**config.mk**
```make
export PLATFORM = sky130hd
export DESIGN_NAME = sreg_cmd_decoder
export DESIGN_NICKNAME = d
export VERILOG_FILES = /design/src/rtl/sreg_dec_pkg.sv /design/src/rtl/sreg_frame_dec.sv /design/src/rtl/sreg_commit.sv /design/src/rtl/sreg_busy_timer.sv /design/src/rtl/sreg_cmd_decoder.sv
export SDC_FILE = /design/constraint.sdc
export NUM_CORES = 1
export LEC_CHECK = 0
export CAP_MARGIN = 20
export CORE_MARGIN = 3
export CORE_UTILIZATION = 30
export CTS_CLUSTER_SIZE = 20
export DETAILED_ROUTE_END_ITERATION = 7
export PLACE_DENSITY_LB_ADDON = 0.08
export SETUP_SLACK_MARGIN = 0.3
export SYNTH_ARGS = -nofsm -noshare
export SYNTH_HDL_FRONTEND = slang
export SYNTH_SLANG_ARGS = --single-unit
```
**constraint.sdc**
```tcl
create_clock -name clk -period 2.1 [get_ports clk]
set_input_delay 0.42 -clock clk [delete_from_list [all_inputs] [get_ports clk]]
set_output_delay 0.42 -clock clk [all_outputs]
set_load 0.02 [all_outputs]
```
**src/rtl/sreg_dec_pkg.sv**
```systemverilog
package sreg_dec_pkg;
  localparam int          BYTE_W      = 8;
  localparam int          NUM_THR     = 2;
  localparam int          B_WEL       = 1;
  localparam int          B_RWEL      = 2;
  localparam logic [7:0]  CTRL_SLV_WR = 8'hB2;
  localparam logic [7:0]  CTRL_SLV_RD = 8'hB3;
  localparam logic [7:0]  THR_SLV     = 8'hA0;
  localparam logic [7:0]  CTRL_ADR    = 8'hFF;
  localparam logic [7:0]  CODE_WEL    = 8'h02;
  localparam logic [7:0]  CODE_RWEL   = 8'h06;
  localparam logic [7:0]  LATCH_MASK  = 8'h06;

  typedef enum logic [2:0] {
    PH_IDLE, PH_SLAVE, PH_ADDR, PH_DATA, PH_EXTRA, PH_SKIP
  } phase_t;

  typedef enum logic [1:0] {FK_NONE, FK_CTRL, FK_THR} frame_t;

  function automatic logic thr_addr_ok(input logic [7:0] a);
    return (a == 8'h01) || (a == 8'h09) || (a == 8'h03) || (a == 8'h0B);
  endfunction
endpackage

```
**src/rtl/sreg_frame_dec.sv**
```systemverilog
module sreg_frame_dec
  import sreg_dec_pkg::*;
(
  input  logic              clk,
  input  logic              rst,
  input  logic              start_i,
  input  logic              stop_i,
  input  logic              rx_valid_i,
  input  logic [BYTE_W-1:0] rx_byte_i,
  input  logic              hv_en_i,
  input  logic              busy_i,
  output logic              ack_o,
  output logic              armed_o,
  output frame_t            kind_o,
  output logic [BYTE_W-1:0] data_o,
  output logic              thr_hi_o,
  output logic              thr_clr_o
);
  phase_t phase_q;
  logic   hv_q;

  always_ff @(posedge clk) begin
    if (rst) begin
      phase_q   <= PH_IDLE;
      kind_o    <= FK_NONE;
      hv_q      <= 1'b0;
      armed_o   <= 1'b0;
      ack_o     <= 1'b0;
      data_o    <= '0;
      thr_hi_o  <= 1'b0;
      thr_clr_o <= 1'b0;
    end else begin
      ack_o <= 1'b0;
      if (start_i) begin
        phase_q <= PH_SLAVE;
        kind_o  <= FK_NONE;
        hv_q    <= hv_en_i;
        armed_o <= 1'b0;
      end else if (stop_i) begin
        phase_q <= PH_IDLE;
        kind_o  <= FK_NONE;
        armed_o <= 1'b0;
      end else if (rx_valid_i) begin
        case (phase_q)
          PH_SLAVE: begin
            if (busy_i) begin
              phase_q <= PH_SKIP;
            end else if (rx_byte_i == CTRL_SLV_WR) begin
              kind_o  <= FK_CTRL;
              phase_q <= PH_ADDR;
              ack_o   <= 1'b1;
            end else if (rx_byte_i == CTRL_SLV_RD) begin
              phase_q <= PH_SKIP;
              ack_o   <= 1'b1;
            end else if (rx_byte_i == THR_SLV && hv_q) begin
              kind_o  <= FK_THR;
              phase_q <= PH_ADDR;
              ack_o   <= 1'b1;
            end else begin
              phase_q <= PH_SKIP;
            end
          end
          PH_ADDR: begin
            if (kind_o == FK_CTRL && rx_byte_i == CTRL_ADR) begin
              phase_q <= PH_DATA;
              ack_o   <= 1'b1;
            end else if (kind_o == FK_THR && thr_addr_ok(rx_byte_i)) begin
              thr_hi_o  <= rx_byte_i[3];
              thr_clr_o <= rx_byte_i[1];
              phase_q   <= PH_DATA;
              ack_o     <= 1'b1;
            end else begin
              phase_q <= PH_SKIP;
            end
          end
          PH_DATA: begin
            if (kind_o == FK_CTRL) begin
              data_o  <= rx_byte_i;
              armed_o <= 1'b1;
              phase_q <= PH_EXTRA;
              ack_o   <= 1'b1;
            end else if (rx_byte_i == '0) begin
              armed_o <= 1'b1;
              phase_q <= PH_EXTRA;
              ack_o   <= 1'b1;
            end else begin
              phase_q <= PH_SKIP;
            end
          end
          default: ;
        endcase
      end
    end
  end

  AST_ACK_NEEDS_BYTE: assert property (@(posedge clk) disable iff (rst)
    ack_o |-> $past(rx_valid_i));
  AST_BUSY_NACK: assert property (@(posedge clk) disable iff (rst)
    (busy_i && rx_valid_i) |=> !ack_o);
  AST_ARMED_HAS_KIND: assert property (@(posedge clk) disable iff (rst)
    armed_o |-> (kind_o != FK_NONE));
endmodule

```
**src/rtl/sreg_commit.sv**
```systemverilog
module sreg_commit
  import sreg_dec_pkg::*;
#(
  parameter logic [7:0] NV_INIT = 8'h00
) (
  input  logic              clk,
  input  logic              rst,
  input  logic              stop_i,
  input  logic              armed_i,
  input  frame_t            kind_i,
  input  logic [BYTE_W-1:0] data_i,
  input  logic              thr_hi_i,
  input  logic              thr_clr_i,
  output logic [BYTE_W-1:0] ctrl_q,
  output logic [NUM_THR-1:0] thr_set_o,
  output logic [NUM_THR-1:0] thr_clr_o,
  output logic              store_o
);
  logic do_commit;
  logic is_latch_op;

  assign do_commit   = stop_i && armed_i;
  assign is_latch_op = (data_i == CODE_WEL) || (data_i == CODE_RWEL);

  always_comb begin
    store_o = 1'b0;
    if (do_commit) begin
      if (kind_i == FK_THR)
        store_o = 1'b1;
      else if (kind_i == FK_CTRL && !is_latch_op && ctrl_q[B_WEL] && ctrl_q[B_RWEL])
        store_o = 1'b1;
    end
  end

  always_ff @(posedge clk) begin
    if (rst) begin
      ctrl_q <= NV_INIT & ~LATCH_MASK;
    end else if (do_commit && kind_i == FK_CTRL) begin
      if (data_i == CODE_WEL) begin
        ctrl_q[B_WEL] <= 1'b1;
      end else if (data_i == CODE_RWEL) begin
        if (ctrl_q[B_WEL]) ctrl_q[B_RWEL] <= 1'b1;
      end else if (ctrl_q[B_WEL] && ctrl_q[B_RWEL]) begin
        ctrl_q <= data_i & ~LATCH_MASK;
      end
    end
  end

  for (genvar g = 0; g < NUM_THR; g++) begin : g_thr
    logic set_q, clr_q;
    always_ff @(posedge clk) begin
      if (rst) begin
        set_q <= 1'b0;
        clr_q <= 1'b0;
      end else begin
        set_q <= do_commit && kind_i == FK_THR && !thr_clr_i && (thr_hi_i == 1'(g));
        clr_q <= do_commit && kind_i == FK_THR &&  thr_clr_i && (thr_hi_i == 1'(g));
      end
    end
    assign thr_set_o[g] = set_q;
    assign thr_clr_o[g] = clr_q;
  end

  AST_RWEL_NEEDS_WEL: assert property (@(posedge clk) disable iff (rst)
    ctrl_q[B_RWEL] |-> ctrl_q[B_WEL]);
  AST_NV_HOLD_NO_STOP: assert property (@(posedge clk) disable iff (rst)
    !stop_i |=> $stable({ctrl_q[7:3], ctrl_q[0]}));
  AST_PULSE_ONEHOT: assert property (@(posedge clk) disable iff (rst)
    $onehot0({thr_set_o, thr_clr_o}));
  AST_PULSE_SHORT: assert property (@(posedge clk) disable iff (rst)
    (|{thr_set_o, thr_clr_o}) |=> !(|{thr_set_o, thr_clr_o}));
  AST_STORE_CLEARS: assert property (@(posedge clk) disable iff (rst)
    (store_o && kind_i == FK_CTRL) |=> (ctrl_q[B_WEL] == 1'b0 && ctrl_q[B_RWEL] == 1'b0));
endmodule

```
**src/rtl/sreg_busy_timer.sv**
```systemverilog
module sreg_busy_timer #(
  parameter int BUSY_CYCLES = 1_000_000
) (
  input  logic clk,
  input  logic rst,
  input  logic start_i,
  output logic busy_o
);
  localparam int CW = $clog2(BUSY_CYCLES + 1);
  logic [CW-1:0] cnt_q;

  always_ff @(posedge clk) begin
    if (rst) begin
      busy_o <= 1'b0;
      cnt_q  <= '0;
    end else if (start_i && !busy_o) begin
      busy_o <= 1'b1;
      cnt_q  <= CW'(BUSY_CYCLES - 1);
    end else if (busy_o) begin
      if (cnt_q == '0) busy_o <= 1'b0;
      else             cnt_q  <= cnt_q - 1'b1;
    end
  end

  AST_NO_START_WHILE_BUSY: assert property (@(posedge clk) disable iff (rst)
    start_i |-> !busy_o);
  AST_IDLE_CNT_ZERO: assert property (@(posedge clk) disable iff (rst)
    !busy_o |-> (cnt_q == '0));
endmodule

```
**src/rtl/sreg_cmd_decoder.sv**
```systemverilog
module sreg_cmd_decoder
  import sreg_dec_pkg::*;
#(
  parameter int         BUSY_CYCLES = 1_000_000,
  parameter logic [7:0] NV_INIT     = 8'h00
) (
  input  logic       clk,
  input  logic       rst,
  input  logic       start_i,
  input  logic       stop_i,
  input  logic       rx_valid_i,
  input  logic [7:0] rx_byte_i,
  input  logic       hv_en_i,
  output logic       ack_o,
  output logic [7:0] tx_data_o,
  output logic [1:0] wd_sel_o,
  output logic [1:0] por_sel_o,
  output logic [1:0] prot_o,
  output logic       wel_o,
  output logic       rwel_o,
  output logic [1:0] thr_set_o,
  output logic [1:0] thr_clr_o,
  output logic       busy_o
);
  logic              armed;
  frame_t            kind;
  logic [BYTE_W-1:0] data;
  logic              thr_hi, thr_clr_sel, store;
  logic [BYTE_W-1:0] ctrl;

  sreg_frame_dec u_dec (
    .clk, .rst, .start_i, .stop_i, .rx_valid_i, .rx_byte_i, .hv_en_i,
    .busy_i(busy_o), .ack_o, .armed_o(armed), .kind_o(kind), .data_o(data),
    .thr_hi_o(thr_hi), .thr_clr_o(thr_clr_sel)
  );

  sreg_commit #(.NV_INIT(NV_INIT)) u_commit (
    .clk, .rst, .stop_i, .armed_i(armed), .kind_i(kind), .data_i(data),
    .thr_hi_i(thr_hi), .thr_clr_i(thr_clr_sel), .ctrl_q(ctrl),
    .thr_set_o, .thr_clr_o, .store_o(store)
  );

  sreg_busy_timer #(.BUSY_CYCLES(BUSY_CYCLES)) u_busy (
    .clk, .rst, .start_i(store), .busy_o
  );

  assign tx_data_o = ctrl;
  assign wd_sel_o  = ctrl[7:6];
  assign por_sel_o = ctrl[5:4];
  assign prot_o    = {ctrl[3], ctrl[0]};
  assign wel_o     = ctrl[B_WEL];
  assign rwel_o    = ctrl[B_RWEL];
endmodule

```
After elaboration in Yosys (flattened, before gate mapping)
Cells that the tools add are included.
- bits in registers: 51
- input bits: 14
- output and inout bits: 22
- logic and storage cells: 136
- add/sub/neg operators: 1
- equal/unequal tests: 19
- muxes and demuxes: 40
- bitwise logic cells: 9
- reduce and logical (&&, ||, !) cells: 48
- operator list (cell ; count):
    20-bit two-way mux ; 3
    8-bit == test, second input constant ; 4
    3-bit two-way mux ; 8
    1-bit two-way mux ; 23
    20-bit logical NOT ; 1
    20-bit by 1-bit subtractor with 20-bit output, second input constant ; 1
    1-bit logical AND ; 17
    8-bit by 2-bit == test with 1-bit output, second input constant ; 2
    8-bit by 4-bit == test with 1-bit output, second input constant ; 2
    5-bit AND reduction ; 2
    2-bit nonzero test ; 5
    1-bit inverter ; 9
    3-bit one-hot mux with 3 select lines ; 1
    8-bit by 1-bit == test with 1-bit output, second input constant ; 1
    8-bit by 3-bit == test with 1-bit output, second input constant ; 1
    8-bit logical NOT ; 1
    2-bit two-way mux ; 4
    2-bit by 1-bit inequality test with 1-bit output, second input constant ; 4
    2-bit AND reduction ; 4
    4-bit AND reduction ; 2
    3-bit by 2-bit == test with 1-bit output, second input constant ; 2
    3-bit AND reduction ; 2
    6-bit AND reduction ; 1
    3-bit nonzero test ; 2
    other kinds (10) ; 15

Longest topological paths before layout
Gate-level depths: netlist of the first run.
- depth after elaboration: 12
- gate-level depth with buffers: 7
- gate-level depth less buffers: 7

By module
Synthesis of the first run repeated with hierarchy kept, for this count alone.
- cell total of the unflattened synthesis: 285
- area, all modules: 2626.3 sq um
- by module, submodules not included (module ; times used ; cells an instance ; area each (sq um) ; sequential area each (sq um)):
    sreg_busy_timer ; 1 ; 118 ; 1064.8 ; 420.4
    sreg_frame_dec ; 1 ; 101 ; 903.4 ; 360.3
    sreg_commit ; 1 ; 58 ; 598.1 ; 240.2
    sreg_cmd_decoder ; 1 ; 8 ; 60.1 ; 0.0

Worst setup path after synthesis of the first run
Ideal clock, no wire load.
- path kind: reg2reg
- start point: register u_busy.cnt_q[2]
- end point: register u_busy.cnt_q[3]
- setup time: 132 ps
- data arrival time: 1729 ps
- required time: 1968 ps
- slack: 239 ps
- cell stages (with the launch flop): 8
- buffers on the path: 2
- clock period less this slack: 1861 ps
- cell sequence: dfxtp_1 or3_1 buf_6 or3_4 buf_6 o21ai_0 xor2_1 a21oi_1
- word-level cells in the longest chain between the ends: 4
- elaborated cells between the ends (all ways): 7
- classes of those cells: add/sub: 1; eq/ne: 1; mux: 3; reduce/logical: 2
- RTL lines (item ; RTL line ; RTL):
    start: declaration ; sreg_busy_timer.sv:10 ; logic [CW-1:0] cnt_q;
    start signal: assignment ; sreg_busy_timer.sv:18 ; cnt_q <= CW'(BUSY_CYCLES - 1);
    start signal: assignment ; sreg_busy_timer.sv:21 ; else cnt_q <= cnt_q - 1'b1;
    20-bit by 1-bit subtractor with 20-bit output ; sreg_busy_timer.sv:21 ;
    20-bit two-way mux ; sreg_busy_timer.sv:20 ; if (cnt_q == '0) busy_o <= 1'b0;
    20-bit two-way mux ; sreg_busy_timer.sv:19 ; end else if (busy_o) begin
    20-bit two-way mux ; sreg_busy_timer.sv:16 ; end else if (start_i && !busy_o) begin
Several ways; a longest one is shown, not always the timed one. The select of a mux whose other input is x is not followed.
A chain may end at the register's enable or synchronous reset.

Worst setup path after layout of the first run
- start point: register u_dec.data_o[0]
- end point: register u_busy.cnt_q[4]
- word-level cells in the longest chain between the ends: 12
- elaborated cells between the ends (all ways): 15
- classes of those cells: eq/ne: 3; mux: 4; reduce/logical: 8
- RTL lines (item ; RTL line ; RTL):
    start: declaration ; sreg_frame_dec.sv:15 ; output logic [BYTE_W-1:0] data_o,
    start signal: assignment ; sreg_frame_dec.sv:78 ; data_o <= rx_byte_i;
    8-bit by 2-bit == test with 1-bit output / 8-bit by 3-bit == test with 1-bit output (equally long branches) ; sreg_commit.sv:23 ; assign is_latch_op = (data_i == CODE_WEL) || (data_i == CODE_RWEL);
    1-bit logical OR (*) ; sreg_commit.sv:23 ;
    1-bit logical NOT (*) ; sreg_commit.sv:30 ; else if (kind_i == FK_CTRL && !is_latch_op && ctrl_q[B_WEL] && ctrl_q[B_RWEL])
    1-bit logical AND (*) (3 in series) ; sreg_commit.sv:30 ;
    1-bit two-way mux (*) ; sreg_commit.sv:30 ;
    1-bit two-way mux (*) ; sreg_commit.sv:28 ; if (kind_i == FK_THR)
    1-bit two-way mux (*) ; sreg_commit.sv:27 ; if (do_commit) begin
    1-bit logical AND (*) ; sreg_busy_timer.sv:16 ;
    2-bit by 1-bit inequality test with 1-bit output (no source line) / 2-bit nonzero test (equally long branches) ; -- ;
    2-bit AND reduction (no source line) ; -- ;
Every way passes the cells marked *; elsewhere a longest branch is shown, timed or not.

==> results.yml, run 1 <==
critical_path:
  worstPathRequired_ps: 2280
  end_kind: "register"
  rrSetupSlack_ps: 220
  timing.rr.start: "u_dec.data_o[0]"
  crit_buf_inv: 2
  worstReg2RegEnd: "u_busy.cnt_q[4]"
  cp.arrival_ps: 2060
  cp_max_fo: 6
  critical-path-top-delay-family: "simple AND/OR/NAND/NOR gates"
  reg2reg_depth: 7
  worstPathCellList: "or4b_4 -> nor4_4 -> nor3b_2 -> buf_4 -> o21bai_4 -> buf_12 -> a31oi_1"
  critPathKind: "register to register"
  crit_path_start_kind: "register"
  max_stage_delay_ps: 540
  cp_slowest_cell: "or4b_4"
synthesis:
  synth_xor_area_share_pct: 5.67
  yosysMostFrequentCell: "dfxtp_1"
  yosys.area_share.simple_pct: 25.1
  async_flop_share_pct: 0
  synth.area.top_cells: "dfxtp_1, mux2i_1, xor2_1"
  synthTopCellsByCount: "dfxtp_1, nor2_1, mux2i_1"
  synth_warnings: 0
  synth_ff_type: "dfxtp_1"
  synth_cells: 269
  yosysTopAreaCell: "dfxtp_1"
  synth_cell_types: 49
  synth_compound_area_share_pct: 12.5
  synth.net_count: 285
  ys_ff_latch: 51
  syn_area_per_cell_um2: 9.18
  yosys-mux-area-fraction_pct: 6.89
  seq_area_frac_synth_pct: 41.3
  synth_top_family_by_area: "simple AND/OR/NAND/NOR gates"
  syn_area_um2: 2470
  yosysTopAreaCellShare_pct: 41.3
  synth_adder_area_share_pct: 1.01
  synth_edf_count: 0
place:
  dp.cells: 413
  placed_cell_area_um2: 3060
  gp_congestion: 0.860
  post-place-ws_ps: -322
  dp_hpwl_um: 4170
  port_buffers: 35
timing:
  tightest_slew_ps: 479
  whs_ps: 430
  tns_ps: 0
  slew_headroom_pct: 67.9
  timing.final.crit_share_pct: 89.4
  final_max_slew_viol_count: 0
  hold_violations: 0
  finClkSkew_ps: 13.7
  fmax_mhz: 533
  finalWorstSetupSlack_ps: 223
  final-setup-viol-count: 0
  fin_crit_ps: 1880
  grt_setup_unrepaired: "true"
cells_and_area:
  layout.cells.non_filler: 424
  fillers: 815
  postLayoutCellArea_um2: 3360
  antenna_cells: 0
  synthToLayoutAreaGrowth_pct: 36.2
  multiInputGateArea_um2: 1430
  seq_area_um2: 1030
  layout-drive-gt1-share_pct: 30.1
  num-nets-final: 337
die:
  core.rowCount: 32
  fp.coreArea_um2: 7850
  initial_utilization_pct: 31.5
  die-area_um2: 9360
  die_h_um: 96.7
  io_pins: 36
  die_w_um: 96.7
drt:
  vias: 2048
  firstDrtPassIters: 4
  drtAntennaViolNets: 0
  via_per_inst: 4.83
  drt_iter0_markers: 44
  post-route-drc-count: 0
  routedWlPerCell_um: 13.7
  finalWirelength_um: 5790
cts:
  cts_num_sinks: 51
  cts_buffers: 5
  clockRootBuffer: "clkbuf_8"
  ctsLongestPathBuffers: 2
  clk_pin_slew_ps: 100
  htreeDepth: 2
  clock_latency_ps: 310
  cts_tree: "built"
  holdBufCountCts: 0
pwr:
  leakage_nw: 1.36
  seqPwrFrac_pct: 54.7
  switching_share_pct: 22.6
  intPower_mw: 1.38
  clkPwrFrac_pct: 39.5
  power_density_nw_per_um2: 529
  ir_drop_v: 0.000241
  p_comb_share_pct: 5.9
  p_sw_uw: 402
run:
  cap_violations: 0
global_routing:
  grt_pass1_vias: 1999
  antenna_found_initial: 0
  grt_pass1_wl_um: 9930
  grt_remaining_overflow: 0
  track_usage_pct: 12.7
  grt_max_degree: 45
hold_path:
  min_from: "rx_byte_i[5]"
  whs_path_depth: 3
  hp-class: "input port to register"
  hold_path_end: "u_dec.data_o[5]"
outcome:
  status: "completed"
[cells by family after synthesis]
logic type	Yosys count
simple gates	108
flops	51
compound gates	44
buf+inv	31
mux	17
xor+xnor	16
fa+ha+maj	2
[power by group through the flow]
stage / Combinational (mW) / Sequential (mW) / Clock, mW
after CTS: 0.103 / 0.973 / 0.735
after global placement: 0.104 / 0.995 / 0
final: 0.104 / 0.974 / 0.703
after floorplan: 0.0305 / 0.994 / 0
after detailed placement: 0.102 / 0.995 / 0
after global routing: 0.114 / 0.974 / 0.772
[timing repair]
action | CTS | global route
setup endpoints to repair | 37 | 51
pin swaps | 15 | 18
resized for setup | 47 | 27
setup buffers | 3 | 0
[placed cells by master (no fill, tap or decap), types with 5 or more instances in the layout]
cell type        Yosys  layout
nor4_1               7       5
nand2_1             13      13
nand3_1              5       5
o21ai_1              0       6
nor2_1              33      33
buf_4               12      30
mux2i_1             17      17
nor3_2               0       7
inv_1                6       6
clkbuf_2             0       5
xor2_1              15      15
clkdlybuf4s50_1      0      19
a21oi_1             14      11
dfxtp_2              0       7
dfxtp_1             51      44
clkbuf_8             0       5
or3_1               10       7
dlymetal6s2s_1       0       6
[worst register-to-register path, stage by stage, from the launching register on]
cell and delay [ps]:
dfxtp_2 330, or4b_4 540, nor4_4 210, nor3b_2 100
buf_4 160, o21bai_4 200, buf_12 150, a31oi_1 70
[metrics by stage]
stage,utilization (%),power (mW)
CTS,42.4,1.81
detailed placement,39.0,1.10
global route,42.9,1.86
finish,42.9,1.78
global placement,39.0,1.10
floorplan,-,1.02
[flip-flops by register name, summed over array words and instances, names as in the netlist, 2 cells and up]
name,cells
u_commit.ctrl_q,8
u_dec.data_o,8
u_dec.phase_q,3
u_commit.g_thr.set_q,2
u_busy.cnt_q,20
u_dec.kind_o,2
u_commit.g_thr.clr_q,2
[per-layer routing]
metal,global-route usage (%),vias up,wire length (µm)
li1,-,1051,-
met3,2.74,5,172
met4,3.89,0,63
met5,0,-,0
met1,17.0,961,2810
met2,20.6,31,2740
[worst max-delay path by stage]
stage / startpoint / depth (start not counted) / end
6_report: u_dec.data_o[0] / 7 / u_busy.cnt_q[4]
5_1_grt: u_dec.data_o[0] / 7 / u_busy.cnt_q[2]
4_1_cts: u_dec.data_o[0] / 7 / u_busy.cnt_q[4]
3_5_place_dp: rx_byte_i[5] / 6 / u_dec.phase_q[2]
3_3_place_gp: rx_byte_i[5] / 6 / u_dec.phase_q[2]
2_1_floorplan: u_dec.data_o[0] / 7 / u_busy.cnt_q[10]
[cell type report]
cell class	instances	area share, %
clock inverter	3	1.38
timing repair buffer	70	18.9
sequential	51	30.6
clock buffer	5	2.05
tap	102	3.79
multi-input combinational	187	42.6
inverter	6	0.669
No activity file was read; power rests on OpenSTA's default activity.
==> run 2: changes to the inputs <==
- CAP_MARGIN: 20 -> unset
==> results of run 2 <==
The final DEF is identical to that of run 1; final timing and power are the same.
